**config.mk**
```make
export PLATFORM = sky130hd
export DESIGN_NAME = vliw_commit_queue
export DESIGN_NICKNAME = d
export VERILOG_FILES = /design/src/rtl/vcq_pkg.sv /design/src/rtl/vcq_store.sv /design/src/rtl/vcq_filter.sv /design/src/rtl/vcq_sequencer.sv /design/src/rtl/vliw_commit_queue.sv
export SDC_FILE = /design/constraint.sdc
export NUM_CORES = 1
export LEC_CHECK = 0
export BUFFER_PORTS_ARGS = -buffer_cell sky130_fd_sc_hd__buf_2
export CAP_MARGIN = 25
export CORE_UTILIZATION = 36
export CTS_CLUSTER_SIZE = 10
export DETAILED_ROUTE_END_ITERATION = 7
export GPL_ROUTABILITY_DRIVEN = 0
export PLACE_DENSITY_LB_ADDON = 0.12
export SETUP_SLACK_MARGIN = 0.2
export SLEW_MARGIN = 20
export SYNTH_ARGS = -nofsm -noshare
export SYNTH_HDL_FRONTEND = slang
export SYNTH_HIERARCHICAL = 1
export SYNTH_SLANG_ARGS = --single-unit
```
**constraint.sdc**
```tcl
create_clock -name clk -period 21.6 [get_ports clk]
set_input_delay 2.16 -clock clk [delete_from_list [all_inputs] [get_ports clk]]
set_output_delay 2.16 -clock clk [all_outputs]
set_load 0.01 [all_outputs]
```
**src/rtl/vcq_pkg.sv**
```systemverilog
// Shared types for the deferred write commit queue.
// Assumes: the kind field is two bits wide; code 3 is handled as a register write.
package vcq_pkg;
    typedef enum logic [1:0] {
        KIND_REG  = 2'd0,
        KIND_PC   = 2'd1,
        KIND_FNPC = 2'd2,
        KIND_RSV  = 2'd3
    } wkind_e;

    typedef enum logic [1:0] {
        SEQ_IDLE = 2'd0,
        SEQ_RUN  = 2'd1,
        SEQ_FIN  = 2'd2
    } seq_state_e;

    // True for kinds that redirect the PC.
    function automatic logic is_pc_kind(input wkind_e k);
        return (k == KIND_PC) || (k == KIND_FNPC);
    endfunction
endpackage

```
**src/rtl/vcq_store.sv**
```systemverilog
// Entry storage with fill counter and overflow flag.
// Assumes: clear wins over a push in the same cycle; entries are written at index fill.
module vcq_store
    import vcq_pkg::*;
#(
    parameter int DEPTH  = 16,
    parameter int TGT_W  = 5,
    parameter int DATA_W = 32,
    parameter int ADDR_W = 32,
    parameter int CNT_W  = $clog2(DEPTH + 1),
    parameter int IDX_W  = $clog2(DEPTH)
) (
    input  logic              clk,
    input  logic              rst_n,
    input  logic              clr,
    input  logic              push,
    input  wkind_e            push_kind,
    input  logic [TGT_W-1:0]  push_tgt,
    input  logic [DATA_W-1:0] push_val,
    input  logic [ADDR_W-1:0] push_ia,
    input  logic              push_frc,
    input  logic [IDX_W-1:0]  rd_idx,
    output wkind_e            rd_kind,
    output logic [TGT_W-1:0]  rd_tgt,
    output logic [DATA_W-1:0] rd_val,
    output logic [ADDR_W-1:0] rd_ia,
    output logic              rd_frc,
    output logic [CNT_W-1:0]  fill,
    output logic              overflow
);
    wkind_e            m_kind [DEPTH];
    logic [TGT_W-1:0]  m_tgt  [DEPTH];
    logic [DATA_W-1:0] m_val  [DEPTH];
    logic [ADDR_W-1:0] m_ia   [DEPTH];
    logic              m_frc  [DEPTH];

    logic has_room;
    assign has_room = (fill < CNT_W'(DEPTH));

    // Entry array write at the current fill position.
    always_ff @(posedge clk) begin
        if (push && has_room && !clr) begin
            m_kind[fill[IDX_W-1:0]] <= push_kind;
            m_tgt[fill[IDX_W-1:0]]  <= push_tgt;
            m_val[fill[IDX_W-1:0]]  <= push_val;
            m_ia[fill[IDX_W-1:0]]   <= push_ia;
            m_frc[fill[IDX_W-1:0]]  <= push_frc;
        end
    end

    // Fill count and overflow flag.
    always_ff @(posedge clk) begin
        if (!rst_n) begin
            fill     <= '0;
            overflow <= 1'b0;
        end else begin
            overflow <= push && !has_room && !clr;
            if (clr)
                fill <= '0;
            else if (push && has_room)
                fill <= fill + 1'b1;
        end
    end

    // Read port for the commit sequencer.
    always_comb begin
        rd_kind = m_kind[rd_idx];
        rd_tgt  = m_tgt[rd_idx];
        rd_val  = m_val[rd_idx];
        rd_ia   = m_ia[rd_idx];
        rd_frc  = m_frc[rd_idx];
    end
endmodule

```
**src/rtl/vcq_filter.sv**
```systemverilog
// Decides whether an entry executes under a pending imprecise exception.
// Assumes: cause bits [2:0] are the benign floating-point causes.
module vcq_filter #(
    parameter int ADDR_W = 32,
    parameter int FPM_W  = 6
) (
    input  logic              pend,
    input  logic [ADDR_W-1:0] exc_ia,
    input  logic              exc_fp,
    input  logic [FPM_W-1:0]  exc_mask,
    input  logic [ADDR_W-1:0] ent_ia,
    input  logic              ent_frc,
    output logic              keep
);
    localparam logic [FPM_W-1:0] FP_BENIGN = FPM_W'(3'b111);

    logic hit;
    // Keep decision: only entries from the excepting instruction are screened.
    always_comb begin
        hit = pend && (ent_ia == exc_ia);
        if (!hit)
            keep = 1'b1;
        else if (exc_fp)
            keep = ((exc_mask & ~FP_BENIGN) == '0);
        else
            keep = ent_frc;
    end
endmodule

```
**src/rtl/vcq_sequencer.sv**
```systemverilog
// Commit sequencer: replays entries one per clock, keeps the first branch,
// then sets the final PC, the link register and the done pulse.
// Assumes: commit_start is ignored while a commit runs.
module vcq_sequencer
    import vcq_pkg::*;
#(
    parameter int DEPTH  = 16,
    parameter int TGT_W  = 5,
    parameter int DATA_W = 32,
    parameter int ADDR_W = 32,
    parameter int FPM_W  = 6,
    parameter int CNT_W  = $clog2(DEPTH + 1),
    parameter int IDX_W  = $clog2(DEPTH)
) (
    input  logic              clk,
    input  logic              rst_n,
    input  logic              commit_start,
    input  logic [ADDR_W-1:0] seq_pc,
    input  logic              exc_pending,
    input  logic [ADDR_W-1:0] exc_iaddr,
    input  logic              exc_is_fp,
    input  logic [FPM_W-1:0]  exc_fp_mask,
    input  logic              lr_req,
    input  logic [CNT_W-1:0]  fill,
    input  wkind_e            rd_kind,
    input  logic [TGT_W-1:0]  rd_tgt,
    input  logic [DATA_W-1:0] rd_val,
    input  logic [ADDR_W-1:0] rd_ia,
    input  logic              keep,
    output logic [IDX_W-1:0]  rd_idx,
    output logic              fin_clr,
    output logic              busy,
    output logic              cap_pend,
    output logic [ADDR_W-1:0] cap_ia,
    output logic              cap_fp,
    output logic [FPM_W-1:0]  cap_mask,
    output logic              wr_en,
    output logic [TGT_W-1:0]  wr_target,
    output logic [DATA_W-1:0] wr_value,
    output logic [ADDR_W-1:0] pc_out,
    output logic              lr_wr_en,
    output logic [ADDR_W-1:0] lr_value,
    output logic              done
);
    seq_state_e        st;
    logic [ADDR_W-1:0] saved_pc;
    logic [ADDR_W-1:0] br_tgt;
    logic              taken;
    logic              lr_flag;
    logic              last;

    assign busy    = (st != SEQ_IDLE);
    assign fin_clr = (st == SEQ_FIN);
    assign last    = ((CNT_W'(rd_idx) + 1'b1) == fill);

    // Commit state machine and output registers.
    always_ff @(posedge clk) begin
        if (!rst_n) begin
            st        <= SEQ_IDLE;
            rd_idx    <= '0;
            saved_pc  <= '0;
            br_tgt    <= '0;
            taken     <= 1'b0;
            lr_flag   <= 1'b0;
            cap_pend  <= 1'b0;
            cap_ia    <= '0;
            cap_fp    <= 1'b0;
            cap_mask  <= '0;
            wr_en     <= 1'b0;
            wr_target <= '0;
            wr_value  <= '0;
            pc_out    <= '0;
            lr_wr_en  <= 1'b0;
            lr_value  <= '0;
            done      <= 1'b0;
        end else begin
            wr_en    <= 1'b0;
            lr_wr_en <= 1'b0;
            done     <= 1'b0;
            case (st)
                SEQ_IDLE: begin
                    if (commit_start) begin
                        saved_pc <= seq_pc;
                        cap_pend <= exc_pending;
                        cap_ia   <= exc_iaddr;
                        cap_fp   <= exc_is_fp;
                        cap_mask <= exc_fp_mask;
                        rd_idx   <= '0;
                        taken    <= 1'b0;
                        st       <= (fill == '0) ? SEQ_FIN : SEQ_RUN;
                    end
                end
                SEQ_RUN: begin
                    if (keep) begin
                        if (is_pc_kind(rd_kind)) begin
                            if (!taken) begin
                                taken  <= 1'b1;
                                br_tgt <= ADDR_W'(rd_val);
                                pc_out <= rd_ia;
                            end
                        end else begin
                            wr_en     <= 1'b1;
                            wr_target <= rd_tgt;
                            wr_value  <= rd_val;
                            pc_out    <= rd_ia;
                        end
                    end
                    if (last)
                        st <= SEQ_FIN;
                    else
                        rd_idx <= rd_idx + 1'b1;
                end
                SEQ_FIN: begin
                    pc_out <= taken ? br_tgt : saved_pc;
                    if (lr_flag) begin
                        lr_wr_en <= 1'b1;
                        lr_value <= saved_pc;
                        lr_flag  <= 1'b0;
                    end
                    done <= 1'b1;
                    st   <= SEQ_IDLE;
                end
                default: st <= SEQ_IDLE;
            endcase
            if (lr_req)
                lr_flag <= 1'b1;
        end
    end
endmodule

```
**src/rtl/vliw_commit_queue.sv**
```systemverilog
// Top: deferred write queue for one VLIW packet with ordered commit.
// Assumes: enqueues arrive only between pkt_start and commit_start.
module vliw_commit_queue
    import vcq_pkg::*;
#(
    parameter int DEPTH  = 16,
    parameter int TGT_W  = 5,
    parameter int DATA_W = 32,
    parameter int ADDR_W = 32,
    parameter int FPM_W  = 6
) (
    input  logic              clk,
    input  logic              rst_n,
    input  logic              pkt_start,
    input  logic              enq_valid,
    input  logic [1:0]        enq_kind,
    input  logic [TGT_W-1:0]  enq_target,
    input  logic [DATA_W-1:0] enq_value,
    input  logic [ADDR_W-1:0] enq_iaddr,
    input  logic              enq_force,
    output logic              enq_overflow,
    input  logic              lr_req,
    input  logic              commit_start,
    input  logic [ADDR_W-1:0] seq_pc,
    input  logic              exc_pending,
    input  logic [ADDR_W-1:0] exc_iaddr,
    input  logic              exc_is_fp,
    input  logic [FPM_W-1:0]  exc_fp_mask,
    output logic              commit_busy,
    output logic              commit_done,
    output logic              wr_en,
    output logic [TGT_W-1:0]  wr_target,
    output logic [DATA_W-1:0] wr_value,
    output logic [ADDR_W-1:0] pc_out,
    output logic              lr_wr_en,
    output logic [ADDR_W-1:0] lr_value
);
    localparam int CNT_W = $clog2(DEPTH + 1);
    localparam int IDX_W = $clog2(DEPTH);

    logic [CNT_W-1:0]  fill;
    logic [IDX_W-1:0]  rd_idx;
    wkind_e            rd_kind;
    logic [TGT_W-1:0]  rd_tgt;
    logic [DATA_W-1:0] rd_val;
    logic [ADDR_W-1:0] rd_ia;
    logic              rd_frc;
    logic              keep;
    logic              fin_clr;
    logic              cap_pend;
    logic [ADDR_W-1:0] cap_ia;
    logic              cap_fp;
    logic [FPM_W-1:0]  cap_mask;

    vcq_store #(
        .DEPTH(DEPTH), .TGT_W(TGT_W), .DATA_W(DATA_W), .ADDR_W(ADDR_W),
        .CNT_W(CNT_W), .IDX_W(IDX_W)
    ) u_store (
        .clk      (clk),
        .rst_n    (rst_n),
        .clr      (pkt_start || fin_clr),
        .push     (enq_valid && !commit_busy),
        .push_kind(wkind_e'(enq_kind)),
        .push_tgt (enq_target),
        .push_val (enq_value),
        .push_ia  (enq_iaddr),
        .push_frc (enq_force),
        .rd_idx   (rd_idx),
        .rd_kind  (rd_kind),
        .rd_tgt   (rd_tgt),
        .rd_val   (rd_val),
        .rd_ia    (rd_ia),
        .rd_frc   (rd_frc),
        .fill     (fill),
        .overflow (enq_overflow)
    );

    vcq_filter #(.ADDR_W(ADDR_W), .FPM_W(FPM_W)) u_filter (
        .pend    (cap_pend),
        .exc_ia  (cap_ia),
        .exc_fp  (cap_fp),
        .exc_mask(cap_mask),
        .ent_ia  (rd_ia),
        .ent_frc (rd_frc),
        .keep    (keep)
    );

    vcq_sequencer #(
        .DEPTH(DEPTH), .TGT_W(TGT_W), .DATA_W(DATA_W), .ADDR_W(ADDR_W),
        .FPM_W(FPM_W), .CNT_W(CNT_W), .IDX_W(IDX_W)
    ) u_seq (
        .clk         (clk),
        .rst_n       (rst_n),
        .commit_start(commit_start),
        .seq_pc      (seq_pc),
        .exc_pending (exc_pending),
        .exc_iaddr   (exc_iaddr),
        .exc_is_fp   (exc_is_fp),
        .exc_fp_mask (exc_fp_mask),
        .lr_req      (lr_req),
        .fill        (fill),
        .rd_kind     (rd_kind),
        .rd_tgt      (rd_tgt),
        .rd_val      (rd_val),
        .rd_ia       (rd_ia),
        .keep        (keep),
        .rd_idx      (rd_idx),
        .fin_clr     (fin_clr),
        .busy        (commit_busy),
        .cap_pend    (cap_pend),
        .cap_ia      (cap_ia),
        .cap_fp      (cap_fp),
        .cap_mask    (cap_mask),
        .wr_en       (wr_en),
        .wr_target   (wr_target),
        .wr_value    (wr_value),
        .pc_out      (pc_out),
        .lr_wr_en    (lr_wr_en),
        .lr_value    (lr_value),
        .done        (commit_done)
    );
endmodule

```
==> results of run 1 <==
-- through the flow --
step           cells  power, mW  util (%)  hold WS [ps]
2_1_floorplan   2882       3.07         -           436
3_3_place_gp    4920       3.17      38.6           438
3_5_place_dp    4921       3.18      38.6           445
4_1_cts         5205       5.68      42.0           452
5_1_grt         5208       5.80      42.0           475
6_report        5212       5.61      42.0           451
-- critical path, cell delays in order (launching register included) --
cell and delay, ps:
dfxtp_4 900, buf_4 830, buf_4 830, mux4_2 610, a22oi_1 220, nand2_1 230, xor2_1 220, nor4_1 490
nand3_1 150, or3_1 510, and4bb_1 330, a311oi_4 270, buf_4 640, a211oi_1 220, a21oi_1 200, nor2_1 50
-- how the worst min path moves through the flow --
stage                             from  cells after the start            endpoint
CTS                 u_seq/wr_value[19]                      2  u_seq/wr_value[19]
detailed placement  u_seq/wr_value[19]                      2  u_seq/wr_value[19]
global route        u_seq/wr_value[13]                      2  u_seq/wr_value[13]
floorplan              u_seq/br_tgt[0]                      2     u_seq/br_tgt[0]
global placement     u_seq/lr_value[5]                      2   u_seq/lr_value[5]
finish              u_seq/wr_value[13]                      2  u_seq/wr_value[13]
-- routing by layer --
layer | routed length, um | up-vias
met3 | 10800 | 212
met1 | 69300 | 15300
met5 | 77 | -
met4 | 3520 | 12
met2 | 72600 | 995
li1 | - | 12000
-- placed cells by master, fill, tap and decap left out, types with 7 or more instances in the layout --
master,n
nand2b_1,8
clkbuf_1,96
mux4_2,288
xnor2_1,7
nand2_1,421
mux2i_1,34
a211oi_1,32
xor2_1,35
nor4_1,8
nor2_1,75
buf_4,57
dfxtp_1,216
a22oi_1,144
a21oi_1,208
buf_2,252
nor2_4,11
edfxtp_1,1152
clkbuf_16,161
-- cell type report --
class,instances,area share [%]
sequential,1371,64.8
multi-input combinational,1330,20.2
clock buffer,263,7.43
tap,1903,3.95
timing repair buffer,315,3.04
clock inverter,21,0.520
inverter,5,0.0395
antenna,4,0.0166
-- power breakdown --
group | total [mW] | internal (mW) | switching [mW] | leakage [nW]
combinational | 0.208 | 0.0646 | 0.143 | 4.64
clock | 2.49 | 1.43 | 1.06 | 2.28
sequential | 2.91 | 2.89 | 0.0221 | 12.2
total | 5.61 | 4.39 | 1.23 | 19.1
==> impl_metrics.py, run 1 <==
metrics = {
    "run_status": {
        "status": "complete, but fails checks",
        "failed_checks": "DRC",
    },
    "place": {
        "dp_hpwl_mm": 88.2,
        "portBuffers": 252,
        "placedInstanceArea_sq_um": 55300,
        "place_ws_ps": 14410,
    },
    "global_routing": {
        "antenna_found_initial": 26,
        "met1_usage_pct": 30.9,
        "grt_usage_pct": 21.5,
        "top_usage_layer": "met2",
        "use_met2_pct": 33.2,
        "grt_max_degree": 152,
        "met3_usage_pct": 4.40,
        "grt_pass1_vias": 28800,
        "grt_pass1_wl_mm": 220,
        "grt-ovfl-total": 0,
    },
    "cts": {
        "ctsHoldBuffers": 0,
        "clk_latency_ps": 800,
        "root_buffer": "clkbuf_16",
        "cts_buffer_depth": 3,
        "clkTransAtPathRegs_ps": 60,
        "clock_sinks": 1371,
        "cts_setup_buffers": 0,
        "cts_resized": 0,
        "htreeDepth": 4,
        "numCtsBuffers": 160,
        "cts_tree": "built",
    },
    "setup_path": {
        "critical_path_arrival_ps": 7690,
        "regToRegSetupSlack_ps": 14560,
        "r2r-start": "u_seq/rd_idx[0]",
        "cp-start-kind": "flip-flop",
        "crit_path_max_fanout": 64,
        "reg2reg_depth": 15,
        "critPathCapture": "u_seq/pc_out[12]",
        "crit_type": "reg -> reg",
        "end_kind": "flip-flop",
        "rr_endpoint": "u_seq/pc_out[12]",
        "cp_data_required_time_ps": 22250,
        "cp-startpoint": "u_seq/rd_idx[0]",
    },
    "timing": {
        "worstMarginPinSlew_ps": 1190,
        "finalMaxSlewViolations": 0,
        "final_hold_viol_count": 0,
        "tns_ps": 0,
        "clock_skew_ps": 31.0,
        "max-slew-margin-rel_pct": 18.3,
        "fin_crit_sh_pct": 32.6,
        "fmax_mhz": 142,
        "setup_slack_ps": 14560,
        "rsz0062_at_grt": "no",
        "min_period_ps": 7040,
        "finalSetupViolCount": 0,
    },
    "route": {
        "ant_nets": 0,
        "drt_wl_total_mm": 156,
        "drt_iter0_drc": 2789,
        "drcViolationCount": 4,
        "first_pass_iters": 8,
        "wl_per_cell_um": 30.0,
        "drt-vias-per-instance": 5.47,
        "via_count": 28500,
    },
    "final_layout": {
        "ff_latch_area_sq_um": 39000,
        "nFillCells": 12800,
        "final_area_sq_um": 60200,
        "syn_to_final_growth_pct": 15.9,
        "final_nets": 3339,
        "drive_gt1_share_pct": 24.8,
        "multi_input_area_sq_um": 12200,
    },
    "power_and_ir_drop": {
        "vdd_drop_max_uv": 64.8,
        "leakage_nw": 19.1,
        "powerDensity_nw_per_um2": 93.2,
    },
    "die": {
        "fp.dieW_um": 382,
        "die_height_um": 382,
        "initial_utilization_pct": 36.2,
        "rows": 139,
        "core_sq_um": 143000,
        "io_pins": 256,
        "die_area_sq_um": 146000,
    },
    "yosys": {
        "netlist_area_sq_um": 51900,
        "synth_fp_nets": 3038,
        "syn_avg_cell_area_sq_um": 18.0,
        "ys_warn_count": 6,
        "syn_inst": 2882,
    },
    "run": {
        "maxCapViolations": 0,
    },
    "worst_hold_path": {
        "min_path_type": "reg -> reg",
    },
}
Power figures use the tool's default switching activity.
==> run 2, diff against run 1 <==
- clock period: 21.6 -> 5.8 ns (I/O delays scaled with it)
==> run 2 against run 1 <==
The run now ends clean. Highest routed layer unchanged. Global-route usage fell by 0.24 points. Clock power rose to 3.7 times the previous value. Count of clock-buffer cells in the layout decreased by 1. Sequential power rose to 3.7 times the previous value. Critical path type unchanged. Hold slack lost 390 ps. Clock skew is 10 ps lower. Via count down 0.21%.
==> impl_metrics.py, run 2 (synthesis results as in run 1) <==
metrics = {
    "run_status": {
        "status": "finished clean",
    },
    "cts": {
        "cts_tree": "built",
        "cts_setup_buffers": 0,
        "clkTransAtPathRegs_ps": 50,
        "cts_resized": 0,
        "root_buffer": "clkbuf_16",
        "cts_buffer_depth": 3,
        "clock_sinks": 1371,
        "numCtsBuffers": 159,
        "ctsHoldBuffers": 30,
        "htreeDepth": 4,
        "clk_latency_ps": 780,
    },
    "setup_path": {
        "reg2reg_depth": 14,
        "critical_path_arrival_ps": 5710,
        "cp-start-kind": "flip-flop",
        "rr_endpoint": "u_seq/pc_out[17]",
        "crit_type": "reg -> reg",
        "crit_path_max_fanout": 64,
        "path_delay_family": "simple AND/OR/NAND/NOR gates",
        "cp_common_cell": "buf_12",
        "slowest_delay_ps": 830,
        "r2r-start": "u_seq/rd_idx[0]",
        "path_cells": "buf_12 > mux4_2 > a22oi_1 > nand2_1 > xor2_1 > nor4_1 > nand3_1 > or3_1 > and4bb_1 > a311oi_4 > buf_12 > a211oi_1 > a21oi_1 > nor2_1",
        "worst-path-buf-inv": 2,
        "worstSetupPathDepth": 14,
        "slowest_stage": "nor4_1",
        "end_kind": "flip-flop",
        "cp_data_required_time_ps": 6420,
        "regToRegSetupSlack_ps": 710,
    },
    "worst_hold_path": {
        "min-delay-start": "seq_pc[10]",
        "whs_endpoint": "u_seq/saved_pc[10]",
        "min_path_type": "in -> reg",
        "hold_path_depth": 3,
    },
    "die": {
        "core_sq_um": 143000,
        "fp.dieW_um": 382,
        "initial_utilization_pct": 36.2,
        "die_area_sq_um": 146000,
        "die_height_um": 382,
        "io_pins": 256,
        "rows": 139,
    },
    "final_layout": {
        "nFillCells": 12800,
        "final_area_sq_um": 61000,
        "fin_util_pct": 42.5,
        "final_common_cell": "edfxtp_1",
        "final_nets": 3394,
        "syn_to_final_growth_pct": 17.4,
        "drive_gt1_share_pct": 25.1,
        "ff_latch_area_sq_um": 39000,
        "final_cell_mix": "edfxtp_1 (1,152), nand2_1 (421), mux4_2 (288)",
        "multi_input_area_sq_um": 12200,
    },
    "timing": {
        "min_period_ps": 5090,
        "worstMarginPinSlew_ps": 1070,
        "fin_crit_sh_pct": 87.8,
        "finalSetupViolCount": 0,
        "max-slew-margin-rel_pct": 26.5,
        "clock_skew_ps": 20.9,
        "fmax_mhz": 196,
        "tns_ps": 0,
        "rsz0062_at_grt": "no",
        "finalMaxSlewViolations": 0,
        "setup_slack_ps": 709,
        "final_hold_viol_count": 0,
    },
    "global_routing": {
        "grt_max_degree": 108,
        "grt-ovfl-total": 0,
        "grt_usage_pct": 21.3,
        "antenna_found_initial": 29,
        "grt_pass1_wl_mm": 217,
        "grt_pass1_vias": 29000,
    },
    "power_and_ir_drop": {
        "p_int_mw": 16.3,
        "p_seq_share_pct": 52.0,
        "switching_share_pct": 21.7,
        "p_comb_share_pct": 3.9,
        "powerDensity_nw_per_um2": 342,
        "p_switching_mw": 4.53,
        "power.total_mw": 20.9,
        "leakage_nw": 19.4,
        "power.clock.fraction_pct": 44.1,
        "vdd_drop_max_uv": 214,
    },
    "route": {
        "drt_iter0_drc": 2657,
        "ant_nets": 0,
        "drt-vias-per-instance": 5.40,
        "wl_per_cell_um": 29.4,
        "drt_wl_total_mm": 155,
        "via_count": 28500,
        "first_pass_iters": 5,
        "drcViolationCount": 0,
    },
    "place": {
        "portBuffers": 252,
        "place_ws_ps": 724,
        "dp_hpwl_mm": 91.9,
        "placedInstanceArea_sq_um": 55800,
    },
    "run": {
        "maxCapViolations": 0,
    },
}
==> run 2: layout make-up <==
cell class | count | area share, %
Antenna cell | 5 | 0.0205
Timing Repair Buffer | 371 | 4.19
Clock buffer | 262 | 7.25
Sequential cell | 1371 | 64.0
Clock inverter | 22 | 0.575
Inverter | 5 | 0.0390
Tap cell | 1903 | 3.91
Multi-Input combinational cell | 1330 | 20.1
==> run 2: worst max path at each step <==
stage               startpoint                 to  slack (ps)
5_1_grt        u_seq/rd_idx[0]   u_seq/pc_out[17]         450
2_1_floorplan      u_seq/st[1]  u_store/m_frc[12]         580
6_report       u_seq/rd_idx[0]   u_seq/pc_out[17]         710
4_1_cts        u_seq/rd_idx[0]    u_seq/pc_out[1]         700
3_3_place_gp   u_seq/rd_idx[0]   u_seq/pc_out[30]         680
3_5_place_dp   u_seq/rd_idx[0]   u_seq/pc_out[17]         720
==> run 2: worst reg2reg max path, stage by stage, from the launching register on <==
cell and delay [ps]:
dfxtp_4 680, buf_12 340, mux4_2 580, a22oi_1 250, nand2_1 130, xor2_1 160, nor4_1 830, nand3_1 160
or3_1 510, and4bb_1 300, a311oi_4 310, buf_12 330, a211oi_1 130, a21oi_1 180, nor2_1 60
==> run 2: power groups by stage <==
stage | combinational [mW] | clock (mW) | sequential (mW)
after floorplan | 0.393 | 0 | 11.0
after global placement | 0.779 | 0 | 11.1
after detailed placement | 0.799 | 0 | 11.1
after CTS | 0.817 | 9.45 | 10.9
after global routing | 0.876 | 9.83 | 10.9
final | 0.810 | 9.21 | 10.9
==> run 2: metal layers <==
metal,GRT usage [%],wire length [um]
met3,5.51,12300
met2,32.9,72000
met4,6.69,4090
met5,0,151
met1,29.3,66500
==> run 2: through the flow <==
| stage | hold WS, ps | cells |
|---|---|---|
| floorplan | 436 | 2882 |
| global placement | 444 | 4943 |
| detailed placement | 446 | 4947 |
| CTS | 0.629 | 5261 |
| global route | 42.7 | 5265 |
| finish | 64.0 | 5269 |
==> run 3, diff against run 2 <==
- CAP_MARGIN: 25 -> unset
- CORE_UTILIZATION: 36 -> 55
==> run 3 against run 2 <==
Final cell count down 13%. Worst setup slack better by 180 ps. Count of clock-buffer cells in the layout up 8. Combinational power down 6.9%. Flip-flop and latch count unchanged. Critical path depth unchanged. Largest power group unchanged.
==> impl_metrics.py, run 3 (synthesis results as in run 1) <==
metrics = {
    "cts": {
        "clock_sinks": 1371,
        "clk_latency_ps": 750,
        "ctsHoldBuffers": 0,
        "cts_resized": 0,
        "root_buffer": "clkbuf_16",
        "htreeDepth": 4,
        "numCtsBuffers": 156,
        "clkTransAtPathRegs_ps": 50,
        "cts_setup_buffers": 0,
        "cts_tree": "built",
        "cts_buffer_depth": 3,
    },
    "timing": {
        "final_hold_viol_count": 0,
        "rsz0062_at_grt": "no",
        "worstMarginPinSlew_ps": 1140,
        "max-slew-margin-rel_pct": 24.2,
        "finalSetupViolCount": 0,
        "finalMaxSlewViolations": 0,
        "whs_ps": 82.8,
        "clock_skew_ps": 34.0,
        "min_period_ps": 4910,
        "setup_slack_ps": 888,
        "fin_crit_sh_pct": 84.7,
        "fmax_mhz": 204,
        "tns_ps": 0,
    },
    "die": {
        "rows": 112,
        "initial_utilization_pct": 55.6,
        "fp.dieW_um": 309,
        "io_pins": 256,
        "die_height_um": 309,
        "core_sq_um": 93500,
        "die_area_sq_um": 95700,
    },
    "route": {
        "wl_per_cell_um": 30.5,
        "route.top_layer_used": "met5",
        "met3_length_mm": 14.9,
        "drt_iter0_drc": 3533,
        "met2_wirelength_mm": 64.6,
        "drt-vias-per-instance": 6.32,
        "drt-met1-wl_mm": 56.5,
        "first_pass_iters": 6,
        "via_count": 28900,
        "drt_wl_total_mm": 139,
        "ant_nets": 0,
        "drcViolationCount": 0,
    },
    "worst_hold_path": {
        "min_path_type": "in -> reg",
        "hold_path_depth": 3,
    },
    "power_and_ir_drop": {
        "vdd_drop_max_uv": 328,
        "leakage_nw": 19.1,
        "power.total_mw": 20.6,
        "powerDensity_nw_per_um2": 345,
    },
    "setup_path": {
        "end_kind": "flip-flop",
        "critical_path_arrival_ps": 5500,
        "crit_type": "reg -> reg",
        "crit_path_max_fanout": 64,
        "cp_data_required_time_ps": 6390,
        "cp-start-kind": "flip-flop",
        "reg2reg_depth": 14,
    },
    "final_layout": {
        "drive_gt1_share_pct": 24.9,
        "final_cell_mix": "edfxtp_1 (1,152), nand2_1 (421), mux4_2 (288)",
        "final_common_cell": "edfxtp_1",
        "syn_to_final_growth_pct": 14.6,
        "final_nets": 3348,
        "final_area_sq_um": 59500,
    },
    "global_routing": {
        "grt_pass1_wl_mm": 199,
        "grt-ovfl-total": 0,
        "antenna_found_initial": 18,
        "grt_max_degree": 124,
        "grt_pass1_vias": 28200,
        "grt_usage_pct": 29.6,
    },
    "place": {
        "place_ws_ps": 859,
        "dp_hpwl_mm": 79.1,
        "portBuffers": 252,
        "placedInstanceArea_sq_um": 54900,
    },
    "run": {
        "maxCapViolations": 0,
    },
    "run_status": {
        "status": "finished clean",
    },
}
-- run 3: cell count changes in the layout (fill, tap and decap cells not counted), moves of 2 or more --
| cell | change |
|---|---|
| dlygate4sd3_1 | -30 |
| buf_4 | -7 |
| clkbuf_16 | +5 |
| clkinv_1 | -5 |
| clkinv_16 | -5 |
| buf_12 | -4 |
| clkbuf_1 | +4 |
| diode_2 | +3 |
| buf_8 | -2 |
| bufinv_16 | -2 |
| clkinv_8 | -2 |
-- run 3: final timing paths --
check | start | end | slack, ps
worst max-delay path | u_seq/rd_idx[0] | u_seq/pc_out[29] | 890
worst min-delay path | exc_fp_mask[3] | u_seq/cap_mask[3] | 80
worst max register to register | u_seq/rd_idx[0] | u_seq/pc_out[29] | 890
worst min register to register | u_seq/lr_value[26] | u_seq/lr_value[26] | 450
-- run 3: routing by layer --
metal | vias to the layer above | track usage [%]
met5 | - | 0
met4 | 10 | 8.85
met3 | 222 | 6.67
met2 | 1653 | 44.4
met1 | 15000 | 44.0
li1 | 12000 | -
-- run 3: layout make-up --
cell class / instances / area, sq um
diodes: 8 / 20.0
flip-flops and latches: 1371 / 39000
well taps: 1254 / 1570
inverters: 5 / 23.8
multi-input cells: 1330 / 12200
clock inverters: 6 / 60.1
clock buffers: 270 / 4540
fillers: 6503 / 34000
repair buffers: 328 / 2070
-- run 3: metrics by stage --
stage | utilization, % | instances
global route | 63.7 | 4568
floorplan | - | 2882
finish | 63.7 | 4572
CTS | 63.6 | 4564
global placement | 58.7 | 4286
detailed placement | 58.7 | 4288
-- run 3: report_power, final --
group          switching, mW  internal [mW]
sequential            0.0853           10.8
combinational          0.510          0.244
clock                   3.67           5.27
total                   4.27           16.3
-- run 3: worst max-delay path, stage by stage (launching register included) --
cell       delay, ps
dfxtp_4          710
buf_4            470
mux4_2           560
a22oi_1          200
nand2_1          160
xor2_1           170
nor4_1           310
o2111ai_1        210
or3_1            580
and4bb_1         330
a311oi_4         310
buf_12           320
a211oi_1          90
a21oi_1          190
nor2_1            60
